File: src/rtl/scl_sync_pkg.sv
package scl_sync_pkg;

   typedef enum logic [1:0] {
      PH_IDLE  = 2'd0,
      PH_LOW   = 2'd1,
      PH_WAIT  = 2'd2,
      PH_HIGH  = 2'd3
   } scl_phase_e;

   function automatic logic [7:0] clamp_period(input logic [7:0] raw, input logic [7:0] floor_v);
      return (raw < floor_v) ? floor_v : raw;
   endfunction

endpackage

File: src/rtl/scl_line_sampler.sv
module scl_line_sampler #(
   parameter int SYNC_STAGES = 0
) (
   input  logic clk,
   input  logic rst_n,
   input  logic line_raw,
   output logic line_now,
   output logic line_fell,
   output logic line_rose
);

   initial begin
      if (SYNC_STAGES < 0 || SYNC_STAGES > 4)
         $error("scl_line_sampler: SYNC_STAGES must be 0..4");
   end

   logic line_prev;

   generate
      if (SYNC_STAGES == 0) begin : g_direct
         assign line_now = line_raw;
      end else begin : g_sync
         logic [SYNC_STAGES-1:0] sync_q;
         always_ff @(posedge clk or negedge rst_n) begin
            if (!rst_n) sync_q <= '1;
            else        sync_q <= {sync_q[SYNC_STAGES-2 >= 0 ? SYNC_STAGES-2 : 0 : 0], line_raw};
         end
         assign line_now = sync_q[SYNC_STAGES-1];
      end
   endgenerate

   always_ff @(posedge clk or negedge rst_n) begin
      if (!rst_n) line_prev <= 1'b1;
      else        line_prev <= line_now;
   end

   assign line_fell = line_prev & ~line_now;
   assign line_rose = ~line_prev & line_now;

endmodule

File: src/rtl/scl_period_timer.sv
module scl_period_timer #(
   parameter int CNT_W      = 8,
   parameter int MIN_PERIOD = 2
) (
   input  logic             clk,
   input  logic             rst_n,
   input  logic             restart,
   input  logic             run,
   input  logic [CNT_W-1:0] limit,
   output logic             expired
);

   localparam logic [CNT_W-1:0] FLOOR = CNT_W'(MIN_PERIOD);

   initial begin
      if (CNT_W < 2) $error("scl_period_timer: CNT_W must be at least 2");
      if (MIN_PERIOD < 1 || MIN_PERIOD >= (1 << CNT_W))
         $error("scl_period_timer: MIN_PERIOD out of range");
   end

   logic [CNT_W-1:0] cnt_q;
   logic [CNT_W-1:0] eff_limit;

   assign eff_limit = (limit < FLOOR) ? FLOOR : limit;
   assign expired   = run && (cnt_q == eff_limit - CNT_W'(1));

   always_ff @(posedge clk or negedge rst_n) begin
      if (!rst_n)       cnt_q <= '0;
      else if (restart) cnt_q <= '0;
      else if (run)     cnt_q <= cnt_q + CNT_W'(1);
   end

endmodule

File: src/rtl/scl_phase_fsm.sv
module scl_phase_fsm
   import scl_sync_pkg::*;
(
   input  logic       clk,
   input  logic       rst_n,
   input  logic       enable,
   input  logic       line_now,
   input  logic       line_fell,
   input  logic       expired,
   output scl_phase_e phase_q,
   output logic       restart,
   output logic       run
);

   scl_phase_e phase_d;

   always_comb begin
      phase_d = phase_q;
      if (!enable) begin
         phase_d = PH_IDLE;
      end else begin
         case (phase_q)
            PH_IDLE: phase_d = PH_WAIT;
            PH_WAIT: if (line_now) phase_d = PH_HIGH;
            PH_HIGH: if (expired || line_fell) phase_d = PH_LOW;
            PH_LOW:  if (expired) phase_d = PH_WAIT;
            default: phase_d = PH_IDLE;
         endcase
      end
   end

   assign restart = (phase_d != phase_q);
   assign run     = (phase_q == PH_LOW) || (phase_q == PH_HIGH);

   always_ff @(posedge clk or negedge rst_n) begin
      if (!rst_n) phase_q <= PH_IDLE;
      else        phase_q <= phase_d;
   end

endmodule

File: src/rtl/scl_sync_gen.sv
module scl_sync_gen
   import scl_sync_pkg::*;
#(
   parameter int CNT_W       = 8,
   parameter int MIN_PERIOD  = 2,
   parameter int SYNC_STAGES = 0
) (
   input  logic             clk,
   input  logic             rst_n,
   input  logic             enable,
   input  logic             scl_in,
   input  logic [CNT_W-1:0] low_count,
   input  logic [CNT_W-1:0] high_count,
   output logic             scl_pull,
   output logic [1:0]       phase
);

   logic       line_now, line_fell, line_rose;
   logic       expired, restart, run;
   scl_phase_e phase_q;
   logic [CNT_W-1:0] active_limit;

   scl_line_sampler #(.SYNC_STAGES(SYNC_STAGES)) u_sampler (
      .clk(clk), .rst_n(rst_n), .line_raw(scl_in),
      .line_now(line_now), .line_fell(line_fell), .line_rose(line_rose)
   );

   assign active_limit = (phase_q == PH_LOW) ? low_count : high_count;

   scl_period_timer #(.CNT_W(CNT_W), .MIN_PERIOD(MIN_PERIOD)) u_timer (
      .clk(clk), .rst_n(rst_n), .restart(restart), .run(run),
      .limit(active_limit), .expired(expired)
   );

   scl_phase_fsm u_fsm (
      .clk(clk), .rst_n(rst_n), .enable(enable),
      .line_now(line_now), .line_fell(line_fell), .expired(expired),
      .phase_q(phase_q), .restart(restart), .run(run)
   );

   logic unused_rose;
   assign unused_rose = line_rose;

   assign scl_pull = (phase_q == PH_LOW);
   assign phase    = phase_q;

endmodule

File: config.mk
export PLATFORM = sky130hd
export DESIGN_NAME = scl_sync_gen
export DESIGN_NICKNAME = d
export VERILOG_FILES = /design/src/rtl/scl_sync_pkg.sv /design/src/rtl/scl_line_sampler.sv /design/src/rtl/scl_period_timer.sv /design/src/rtl/scl_phase_fsm.sv /design/src/rtl/scl_sync_gen.sv
export SDC_FILE = /design/constraint.sdc
export NUM_CORES = 1
export LEC_CHECK = 0
export CAP_MARGIN = 10
export CORE_MARGIN = 1.5
export CORE_UTILIZATION = 52
export CTS_BUF_LIST = sky130_fd_sc_hd__clkbuf_8
export DETAILED_ROUTE_END_ITERATION = 10
export GPL_ROUTABILITY_DRIVEN = 0
export PLACE_DENSITY = 0.82
export REMOVE_ABC_BUFFERS = 1
export SETUP_SLACK_MARGIN = 0.15
export SLEW_MARGIN = 20
export SYNTH_ARGS = -nofsm -noshare
export SYNTH_HDL_FRONTEND = slang
export SYNTH_SLANG_ARGS = --single-unit
File: constraint.sdc
create_clock -name clk -period 4.3 [get_ports clk]
set_clock_uncertainty 0.1 [all_clocks]
set_input_delay 0.86 -clock clk [delete_from_list [all_inputs] [get_ports clk]]
set_output_delay 0.86 -clock clk [all_outputs]
set_load 0.005 [all_outputs]
======== After elaboration in Yosys (flattened, before gate mapping) ========
Index checks and enable logic that the tools add are counted.
word-level totals
  bits in registers ....................... 11
  latch bits .............................. 0
  RAM bits ................................ 0
  input port bits ......................... 20
  memories kept ........................... 0
  ROM bits ................................ 0
operators by class
  shift-type cells ........................ 0
  eq/ne operators ......................... 5
  div/mod/pow operators ................... 0
  muxes and demuxes ....................... 9
  order comparisons ....................... 1
  multipliers ............................. 0
  bitwise logic cells ..................... 2
  reduce and logical (&&, ||, !) cells .... 5
  add/sub/neg operators ................... 2
operator list
  operator                                             number
  two-way mux 8 bit                                    4
  adder 8 x 1 -> 8 bit (second input constant)         1
  == test 8 bit                                        1
  < comparator 8 x 2 -> 1 bit (second input constant)  1
  two-way mux 2 bit                                    4
  case mux 2 bit (4 select lines)                      1
  subtractor 8 x 1 -> 8 bit (second input constant)    1
  == test 2 bit (second input constant)                2
  == test 2 x 1 -> 1 bit (second input constant)       1
  logical NOT 2 bit                                    1
  logical OR 1 bit                                     2
  inequality test 2 bit                                1
  nonzero test 2 bit                                   1
  bitwise AND 1 bit                                    1
  logical AND 1 bit                                    1
  NOT 1 bit                                            1

======== Longest topological paths before layout ========
Gate-level depths: netlist of the first run.
  depth in word-level cells ............... 13
  gate-level depth with buffers ........... 13
  depth with buffers taken out ............ 11

======== Hierarchy ========
A second synthesis of the first run with hierarchy kept.
second synthesis, totals
  cells, all modules ...................... 100
  area total of the unflattened synthesis .. 970.9 um^2
modules (own cells, without submodules)
  module            times used  area an instance (um^2)  seq. area each (um^2)  cells each
  scl_period_timer  1           648.1                    200.2                  73
  scl_sync_gen      1           153.9                    0.0                    10
  scl_phase_fsm     1           120.1                    50.0                   13
  scl_line_sampler  1           48.8                     26.3                   4

======== Worst setup path before layout of the first run ========
OpenSTA, ideal clock, no wires.
  path kind ............................... input -> register
  start point ............................. input low_count[4]
  end point ............................... register u_fsm.phase_q[1]
  stages .................................. 10
  path slack .............................. 0.734 ns
  library setup time ...................... 0.099 ns
  arrival time ............................ 3.367 ns
  path buffers ............................ 0
  data required time ...................... 4.101 ns
  path through ............................ or4b_4 > o31a_1 > or2_1 > o311a_1 > ha_1 > xnor2_1 > xnor2_1 > nand4_1 > or3_1 > a311oi_1
between the ends
  cells in the longest elaborated chain, start to end .. 10
  elaborated cells between the ends (all ways) .. 11
  classes of those cells .................. 1 x add/sub; 1 x order compare; 1 x eq/ne; 6 x mux; 2 x reduce/logical
RTL lines
  item                                 RTL line                text
  from (decl)                          scl_sync_gen.sv:12      input logic [CNT_W-1:0] low_count,
  two-way mux 8 bit (*)                scl_sync_gen.sv:28      assign active_limit = (phase_q == PH_LOW) ? low_count : high_count;
  < comparator 8 x 2 -> 1 bit          scl_period_timer.sv:24  assign eff_limit = (limit < FLOOR) ? FLOOR : limit;
  two-way mux 8 bit (*)                scl_period_timer.sv:24
  subtractor 8 x 1 -> 8 bit (*)        scl_period_timer.sv:25  assign expired = run && (cnt_q == eff_limit - CNT_W'(1));
  == test 8 bit (*)                    scl_period_timer.sv:25
  logical AND 1 bit (*)                scl_period_timer.sv:25
  logical OR 1 bit                     scl_phase_fsm.sv:25     PH_HIGH: if (expired || line_fell) phase_d = PH_LOW;
  two-way mux 2 bit                    scl_phase_fsm.sv:25
  case mux 2 bit (4 select lines) (*)  scl_phase_fsm.sv:22     case (phase_q)
  two-way mux 2 bit (*)                scl_phase_fsm.sv:19     if (!enable) begin
  named net u_fsm.phase_d[1]           scl_phase_fsm.sv:15     scl_phase_e phase_d;
  to (signal assigned)                 scl_phase_fsm.sv:37     else phase_q <= phase_d;
  to (decl)                            scl_phase_fsm.sv:10     output scl_phase_e phase_q,
The timed path passes the listed nets; every way through them passes the cells marked *.
A chain may end at the register's enable or synchronous reset.

======== Worst setup path after layout of the first run ========
  start point ............................. input low_count[3]
  end point ............................... register u_fsm.phase_q[1]
The elaborated chain is that of the path after synthesis.

==> results of run 1 <==
==> cell type report <==
cell class                      instances  share of cell area [%]
Clock inverter                          1                   0.289
Clock buffer                            3                    3.18
Tap cell                               25                    2.41
Timing Repair Buffer                   22                    17.0
Sequential cell                        11                    21.3
Multi-Input combinational cell         90                    54.1
Inverter                                6                    1.73
==> worst paths after layout <==
| check | end | slack [ps] | cells past startpoint |
|---|---|---|---|
| worst max register to register | u_fsm.phase_q[1] | 670 | 11 |
| worst min register to register | u_timer.cnt_q[0] | 510 | 1 |
| min in group asynchronous | u_timer.cnt_q[2] | 850 | 1 |
| max in group asynchronous | u_sampler.line_prev | 2890 | 1 |
| worst max-delay path | u_fsm.phase_q[1] | 320 | 11 |
| worst min-delay path | u_timer.cnt_q[0] | 510 | 1 |
==> stage by stage <==
stage / worst slack (ps) / util, % / total power, W / hold WS, ps / cell area (um^2)
floorplan: 734 / - / 0.000162 / 451 / 1000
global placement: 212 / 69.6 / 0.000197 / 492 / 1250
detailed placement: 68.5 / 69.6 / 0.000200 / 507 / 1250
CTS: 323 / 72.1 / 0.000305 / 508 / 1300
global route: 231 / 72.1 / 0.000317 / 545 / 1300
finish: 325 / 72.1 / 0.000302 / 508 / 1300
==> report_power, final <==
part / leakage [nW] / switching, W / internal [W]
combinational: 0.355 / 0.0000419 / 0.0000441
sequential: 0.147 / 0.00000600 / 0.000107
clock: 0.0269 / 0.0000407 / 0.0000628
==> kinds of logic (layout without fill, tap and decap cells) <==
| kind of cell | Yosys count | in the layout | share of synthesized area [%] |
|---|---|---|---|
| simple gates | 34 | 34 | 19.0 |
| compound gates | 28 | 28 | 23.0 |
| xor+xnor | 17 | 17 | 14.3 |
| flops | 11 | 11 | 26.6 |
| buf+inv | 10 | 32 | 5.78 |
| mux | 9 | 9 | 8.91 |
| fa+ha+maj | 2 | 2 | 2.41 |
==> sequential cells by signal (all words and copies together), names as in the netlist <==
name / cells
u_sampler.line_prev: 1
u_fsm.phase_q: 2
u_timer.cnt_q: 8
==> layout by cell type (no fill, tap or decap), types with 4 or more instances in the layout <==
master           count
clkdlybuf4s50_1     22
xor2_1              11
dfrtp_1             10
nand2_1              8
mux2i_1              7
a21oi_1              7
inv_1                6
xnor2_1              6
nand4_1              5
nor2b_1              4
==> routing by layer <==
metal / share of wire, % / up-vias / GRT usage (%) / wire length, um
li1: - / 459 / - / -
met1: 41 / 456 / 29.2 / 1020
met2: 48 / 29 / 41.1 / 1200
met3: 6.7 / 15 / 6.42 / 165
met4: 3.8 / 0 / 16.2 / 95
met5: 0 / - / 0 / 0
==> qor.yml, run 1 <==
min_path:
  worstHoldStart: "u_timer.cnt_q[0]"
  hold_class: "register to register"
finish:
  drive_gt1_share_pct: 10.5
  final_cells: 158
  fin_nets: 156
  register_area_um2: 277
  fill_cells: 142
  area_growth_pct: 24.9
  multi_input_area_um2: 703
  diodes: 0
setup_path:
  required_ps: 4340
  crit_path_max_fanout: 4
  criticalPathCategory: "input pin to register"
  cpMaxStageDelayCell: "or4b_4"
  max_stage_delay_ps: 510
  cp.arrival_ps: 4020
  cp-start-kind: "input pin"
  crit_start: "low_count[3]"
  reg2reg_from: "u_fsm.phase_q[1]"
  end_kind: "register"
  critical_path.n_buffers_inverters: 1
  crit_chain: "clkdlybuf4s50_1, or4b_4, o31a_1, or2_1, o311a_1, ha_1, o21ai_0, xnor2_1, nand4_1, or3_1, a311oi_1"
  critPathTopFamily: "simple AND/OR/NAND/NOR gates"
logic_synthesis:
  ys_types: 43
  synthTopCellsByArea: "dfrtp_1, xor2_1, mux2i_1"
  yosysMostFrequentCell: "xor2_1"
  syn_avg_cell_area_um2: 9.37
  synth_top_area_cell: "dfrtp_1"
  synth_edf_count: 0
  ys_warn_count: 0
  ys_seq_elements: 11
  netlist_area_um2: 1040
  yosysTopAreaCellShare_pct: 24.1
  seq_area_frac_synth_pct: 26.6
  async_flop_share_pct: 100
  synthCells: 111
  synthFlopType: "dfrtp_1"
  synth_common_cells: "xor2_1, dfrtp_1, nand2_1, a21oi_1, mux2i_1"
clocking:
  worstSkewPairLatency_ps: 240
  clockRootBuffer: "clkbuf_8"
  cts_tree: "yes"
  cts_max_level: 1
  cts_buffers: 3
  path_clk_slew_ps: 50
  clockBufferDepth: 2
  cts.sinks: 11
  hold_buffers: 0
  postCtsSetupRepairBufs: 0
  cts.repair.resized: 0
routing:
  finalWirelength_um: 2480
  vias_per_cell: 6.07
  final_antenna_net_count: 0
  dr.first_iter.drc_count: 17
  wl_per_cell_um: 15.7
  dr.pass1.iters: 4
  drc: 0
  via_count: 959
floorplan:
  ios: 23
  design.core.area_um2: 1800
  die_y_um: 47.7
  num_rows: 15
  die_area_um2: 2280
  initial_core_util_pct: 57.7
  die_x_um: 47.7
run:
  maxCapViolations: 0
grt:
  antenna_found_initial: 0
  grt_usage_pct: 25.2
  grt_max_degree: 14
  grt_first_pass_wirelength_um: 3940
  gr-total-overflow: 0
  grt_pass1_vias: 909
sta:
  finalSetupTns_ps: 0
  tightest_slew_ps: 658
  fin_crit_sh_pct: 92.4
  fin_crit_ps: 3980
  final-setup-viol-count: 0
  timing.slew.headroom_pct: 56.0
  hold_viol_final: 0
  rsz0062_at_grt: "no"
  timing.fmax_ghz: 0.252
  finalMaxSlewViolations: 0
power_and_ir_drop:
  p_leak_nw: 0.529
  peakVddDrop_v: 0.000288
  powerDensity_nw_per_um2: 233
placement:
  hpwl_um: 1920
  port_buffers: 22
  dpl.cell_count: 154
run_status:
  status: "complete, no violations"
Note: power is estimated with default switching activity, not from simulation.
==> run 2: changes to the inputs <==
- CAP_MARGIN: 10 -> unset
- PLACE_DENSITY: 0.82 -> unset
- PLACE_DENSITY_LB_ADDON: unset -> 0.1
==> qor.yml, run 2 (synthesis results as in run 1) <==
run_status:
  status: "complete, no violations"  # unchanged
clocking:
  path_clk_slew_ps: 50  # about the same
  postCtsSetupRepairBufs: 0  # unchanged
  cts.sinks: 11  # unchanged
  cts_max_level: 1  # unchanged
  cts_tree: "yes"  # unchanged
  cts_buffers: 3  # unchanged
  worstSkewPairLatency_ps: 240  # about the same
  clockBufferDepth: 2  # unchanged
  clockRootBuffer: "clkbuf_8"  # unchanged
  hold_buffers: 0  # unchanged
  cts.repair.resized: 0  # unchanged
finish:
  register_area_um2: 277  # unchanged
  diodes: 0  # unchanged
  final_cell_mix: "clkdlybuf4s50_1, xor2_1, dfrtp_1, nand2_1"  # unchanged
  area_growth_pct: 25.5  # was 24.9%
  fill_cells: 147  # was 142
  top_register: "u_timer.cnt_q"  # unchanged
  reg.largest.list: "u_timer.cnt_q: 8 flops, u_fsm.phase_q: 2 flops, u_sampler.line_prev: 1 flops"  # unchanged
  fin_nets: 156  # unchanged
  largest_register_ffs: 8  # unchanged
  postLayoutCoreUtil_pct: 72.4  # was 72.1%
  drive_gt1_share_pct: 11.3  # was 10.5%
  layout_commonest_cell: "clkdlybuf4s50_1"  # unchanged
  multi_input_area_um2: 709  # was 703 um^2
sta:
  rsz0062_at_grt: "no"  # unchanged
  finalSetupTns_ps: 0  # unchanged
  fin_crit_sh_pct: 92.4  # about the same
  hold_viol_final: 0  # unchanged
  timing.fmax_ghz: 0.252  # about the same
  final-setup-viol-count: 0  # unchanged
  timing.slew.headroom_pct: 57.2  # was 56.0%
  finalMaxSlewViolations: 0  # unchanged
  fin_crit_ps: 3970  # was 3980 ps
  tightest_slew_ps: 640  # was 658 ps
floorplan:
  num_rows: 15  # unchanged
  design.core.area_um2: 1800  # unchanged
  ios: 23  # unchanged
  die_y_um: 47.7  # unchanged
  initial_core_util_pct: 57.7  # unchanged
  die_x_um: 47.7  # unchanged
  die_area_um2: 2280  # unchanged
min_path:
  hold_class: "register to register"  # unchanged
setup_path:
  required_ps: 4340  # about the same
  cpMostUsedCell: "xnor2_1"
  end_kind: "register"  # unchanged
  cp.arrival_ps: 4020  # about the same
  cp-start-kind: "input pin"  # unchanged
  criticalPathCategory: "input pin to register"  # unchanged
  crit_path_max_fanout: 4  # unchanged
  crit_chain: "clkdlybuf4s50_1, or4b_4, o31a_1, or2_1, o311a_1, ha_1, xnor2_1, xnor2_1, nand4_1, or3_1, a311oi_2"  # was clkdlybuf4s50_1, or4b_4, o31a_1, or2_1, o311a_1, ha_1, o21ai_0, xnor2_1, nand4_1, or3_1, a311oi_1
  cpMaxStageDelayCell: "or4b_4"  # unchanged
  max_stage_delay_ps: 500  # was 510 ps
grt:
  antenna_found_initial: 0  # unchanged
  grt_pass1_vias: 913  # was 909
  gr-total-overflow: 0  # unchanged
  grt_max_degree: 14  # unchanged
  grt_first_pass_wirelength_um: 3910  # was 3940 um
  grt_usage_pct: 24.2  # was 25.2%
power_and_ir_drop:
  peakVddDrop_v: 0.000183  # was 0.000288 V
  p_leak_nw: 0.530  # was 0.529 nW
  powerDensity_nw_per_um2: 230  # was 233 nW/um^2
placement:
  port_buffers: 22  # unchanged
  hpwl_um: 1950  # was 1920 um
run:
  maxCapViolations: 0  # unchanged
routing:
  dr.pass1.iters: 4  # unchanged
  drc: 0  # unchanged
  final_antenna_net_count: 0  # unchanged
  vias_per_cell: 6.02  # was 6.07
  wl_per_cell_um: 15.8  # was 15.7 um
  dr.first_iter.drc_count: 23  # was 17
  via_count: 951  # was 959
  finalWirelength_um: 2500  # was 2480 um
[run 2: cell counts in the layout (fill, tap and decap cells not counted)]
Identical to the previous run, type by type.
[run 2: path summary, 6_finish.rpt]
path / start / end / slack (ps) / cells after the start
max in group asynchronous: rst_n / u_sampler.line_prev / 2890 / 1
min in group asynchronous: rst_n / u_timer.cnt_q[2] / 860 / 1
min reg2reg: u_timer.cnt_q[0] / u_timer.cnt_q[0] / 510 / 1
max reg2reg: u_fsm.phase_q[1] / u_fsm.phase_q[1] / 670 / 11
min: u_timer.cnt_q[0] / u_timer.cnt_q[0] / 510 / 1
max: low_count[3] / u_fsm.phase_q[1] / 330 / 11
[run 2: final cells by class]
| class | count | share of cell area, % |
|---|---|---|
| clock inverter | 1 | 0.288 |
| sequential | 11 | 21.2 |
| clock buffer | 3 | 3.16 |
| tap | 25 | 2.40 |
| timing repair buffer | 22 | 16.9 |
| inverter | 6 | 1.73 |
| multi-input combinational | 90 | 54.4 |
[run 2: layer usage]
layer,routed length [um],global-route usage [%]
met5,0,0
met4,10,7.03
met3,132,2.64
met2,1290,45.6
met1,1070,28.6
[run 2: where the power goes]
part | total, W | internal, W | switching, W
clock | 0.000100 | 0.0000626 | 0.0000378
combinational | 0.0000873 | 0.0000445 | 0.0000428
sequential | 0.000113 | 0.000107 | 0.00000603
[run 2: critical path: cells and delay by family]
| family | cells | cell delay (ps) |
|---|---|---|
| and+or+nand+nor | 4 | 1370 |
| AOI/OAI and AO/OA | 3 | 750 |
| buffers and inverters | 1 | 460 |
| xor gates and xnor gates | 2 | 340 |
| adders and majority gates | 1 | 230 |
[run 2: metrics by stage]
step,instances,setup slack [ps],instance area (um^2),hold slack [ps],total power [W]
2_1_floorplan,107,734,1000,451,0.000162
3_3_place_gp,154,213,1250,494,0.000198
3_5_place_dp,154,102,1250,496,0.000200
4_1_cts,158,307,1300,514,0.000302
5_1_grt,158,163,1310,524,0.000314
6_report,158,327,1310,515,0.000301
==> run 3: changes to the inputs <==
- CORE_UTILIZATION: 52 -> 35
- SETUP_SLACK_MARGIN: 0.15 -> 0.4
==> qor.yml, run 3 (synthesis results as in run 1) <==
finish:
  diodes: 0  # unchanged
  area_growth_pct: 33.8  # was 25.5%
  final_cells: 168  # was 158
  reg.largest.list: "u_timer.cnt_q: 8 flops, u_fsm.phase_q: 2 flops, u_sampler.line_prev: 1 flops"  # unchanged
  layout_commonest_cell: "clkdlybuf4s50_1"  # unchanged
  largest_register_ffs: 8  # unchanged
  final_cell_mix: "clkdlybuf4s50_1, xor2_1, dfrtp_1, nand2_1"  # unchanged
  fin_nets: 160  # was 156
  top_register: "u_timer.cnt_q"  # unchanged
  drive_gt1_share_pct: 16.8  # was 11.3%
grt:
  grt-busiest-layer: "met2"  # unchanged
  antenna_found_initial: 0  # unchanged
  grt_pass1_vias: 917  # was 913
  grtUsageMet1_pct: 20.3  # was 28.6%
  grt_usage_pct: 16.0  # was 24.2%
  grt_max_degree: 14  # unchanged
  grt.met3_usage_pct: 2.72  # was 2.64%
  grt_first_pass_wirelength_um: 4130  # was 3910 um
  gr-usage-met2_pct: 25.5  # was 45.6%
  gr-total-overflow: 0  # unchanged
clocking:
  cts_max_level: 1  # unchanged
  worstSkewPairLatency_ps: 240  # about the same
  cts_tree: "yes"  # unchanged
  cts.sinks: 11  # unchanged
  clockBufferDepth: 2  # unchanged
  cts_buffers: 3  # unchanged
  path_clk_slew_ps: 50  # about the same
  clockRootBuffer: "clkbuf_8"  # unchanged
  hold_buffers: 0  # unchanged
setup_path:
  required_ps: 4300  # was 4340 ps
  end_kind: "register"  # unchanged
  max_stage_delay_ps: 550  # was 500 ps
  criticalPathCategory: "input pin to register"  # unchanged
  crit_path_max_fanout: 8  # was 4
  cpMaxStageDelayCell: "or4b_4"  # unchanged
  cp-start-kind: "input pin"  # unchanged
  cp.arrival_ps: 3680  # was 4020 ps
  crit_chain: "clkdlybuf4s50_1, or4b_4, o31a_4, o41ai_4, ha_4, o21ai_0, xnor2_1, nand4_1, buf_4, o31ai_4, buf_6, o22ai_1"  # was clkdlybuf4s50_1, or4b_4, o31a_1, or2_1, o311a_1, ha_1, xnor2_1, xnor2_1, nand4_1, or3_1, a311oi_2
sta:
  final-setup-viol-count: 0  # unchanged
  rsz0062_at_grt: "no"  # unchanged
  finalMaxSlewViolations: 0  # unchanged
  hold_viol_final: 0  # unchanged
  fin_crit_sh_pct: 85.7  # was 92.4%
  timing.slew.headroom_pct: 59.7  # was 57.2%
  timing.fmax_ghz: 0.271  # was 0.252 GHz
  fin_crit_ps: 3680  # was 3970 ps
  finalSetupTns_ps: 0  # unchanged
  tightest_slew_ps: 603  # was 640 ps
floorplan:
  ios: 23  # unchanged
  die_y_um: 57.5  # was 47.7 um
  num_rows: 19  # was 15
  design.core.area_um2: 2780  # was 1800 um^2
  die_area_um2: 3310  # was 2280 um^2
  initial_core_util_pct: 37.4  # was 57.7%
  die_x_um: 57.5  # was 47.7 um
run_status:
  status: "complete, no violations"  # unchanged
power_and_ir_drop:
  powerDensity_nw_per_um2: 224  # was 230 nW/um^2
  p_clk_share_pct: 32.6  # was 33.4%
  switchingPower_w: 0.0000924  # was 0.0000867 W
  peakVddDrop_v: 0.000174  # was 0.000183 V
  comb_power_share_pct: 31.1  # was 29.0%
  sw_frac_of_total_pct: 29.6  # was 28.8%
  p_int_w: 0.000220  # was 0.000214 W
  pwr-share-seq_pct: 36.3  # was 37.5%
  p_leak_nw: 0.581  # was 0.530 nW
run:
  maxCapViolations: 0  # unchanged
placement:
  dpl.cell_count: 161  # was 154
  hpwl_um: 1870  # was 1950 um
  port_buffers: 22  # unchanged
min_path:
  hold_class: "register to register"  # unchanged
routing:
  vias_per_cell: 5.65  # was 6.02
  final_antenna_net_count: 0  # unchanged
  finalWirelength_um: 2630  # was 2500 um
  via_count: 949  # was 951
  dr.pass1.iters: 4  # unchanged
  wl_per_cell_um: 15.7  # was 15.8 um
  drc: 0  # unchanged
  dr.first_iter.drc_count: 43  # was 23
==> run 3: layout make-up <==
class,instances,area [um^2]
clock inverters,1,3.75
inverters,6,22.5
multi-input cells,90,749
fillers,264,1390
well taps,31,38.8
flip-flops and latches,11,277
repair buffers,26,259
clock buffers,3,41.3
==> run 3: worst paths after layout <==
path	startpoint	end	slack [ps]	cells past startpoint
setup / recovery	low_count[2]	u_timer.cnt_q[1]	620	12
hold / removal	u_timer.cnt_q[6]	u_timer.cnt_q[6]	520	2
setup reg to reg	u_fsm.phase_q[1]	u_timer.cnt_q[1]	920	12
hold reg to reg	u_timer.cnt_q[6]	u_timer.cnt_q[6]	520	2
max in group asynchronous	rst_n	u_sampler.line_prev	2880	1
min in group asynchronous	rst_n	u_fsm.phase_q[0]	860	1
==> run 3: routing by layer <==
layer | routed length (um) | vias up
met5 | 0 | -
met4 | 41 | 0
met3 | 125 | 5
met2 | 1290 | 29
met1 | 1180 | 450
li1 | - | 465
==> run 3: power by group through the flow <==
stage | Clock, W | Sequential, W | Combinational, W
3_5_place_dp | 0 | 0.000115 | 0.0000858
2_1_floorplan | 0 | 0.000113 | 0.0000493
5_1_grt | 0.000111 | 0.000114 | 0.000105
3_3_place_gp | 0 | 0.000115 | 0.0000856
4_1_cts | 0.000103 | 0.000113 | 0.0000875
6_report | 0.000102 | 0.000113 | 0.0000969
==> run 3: critical path: cells and delay by family <==
family / cells / cell delay [ps]
simple gates: 2 / 690
xor+xnor: 1 / 180
buf+inv: 3 / 780
fa+ha+maj: 1 / 220
compound gates: 5 / 940
==> run 3: metrics by stage <==
step           total power (W)  hold WS (ps)  utilization (%)  area (um^2)  worst slack [ps]
2_1_floorplan         0.000162           451                -         1000               734
3_3_place_gp          0.000200           509             45.6         1270               175
3_5_place_dp          0.000201           515             45.6         1270               104
4_1_cts               0.000304           526             47.5         1320               398
5_1_grt               0.000330           553             50.0         1390               504
6_report              0.000312           523             50.0         1390               615
==> run 3: timing repair <==
item                       in CTS  in global routing
hold endpoints to repair        0                  0
cloned                          0                  0
buffers inserted                1                  2
setup endpoints to repair       9                 10
pin swaps                       1                  6
resized for setup               0                 10
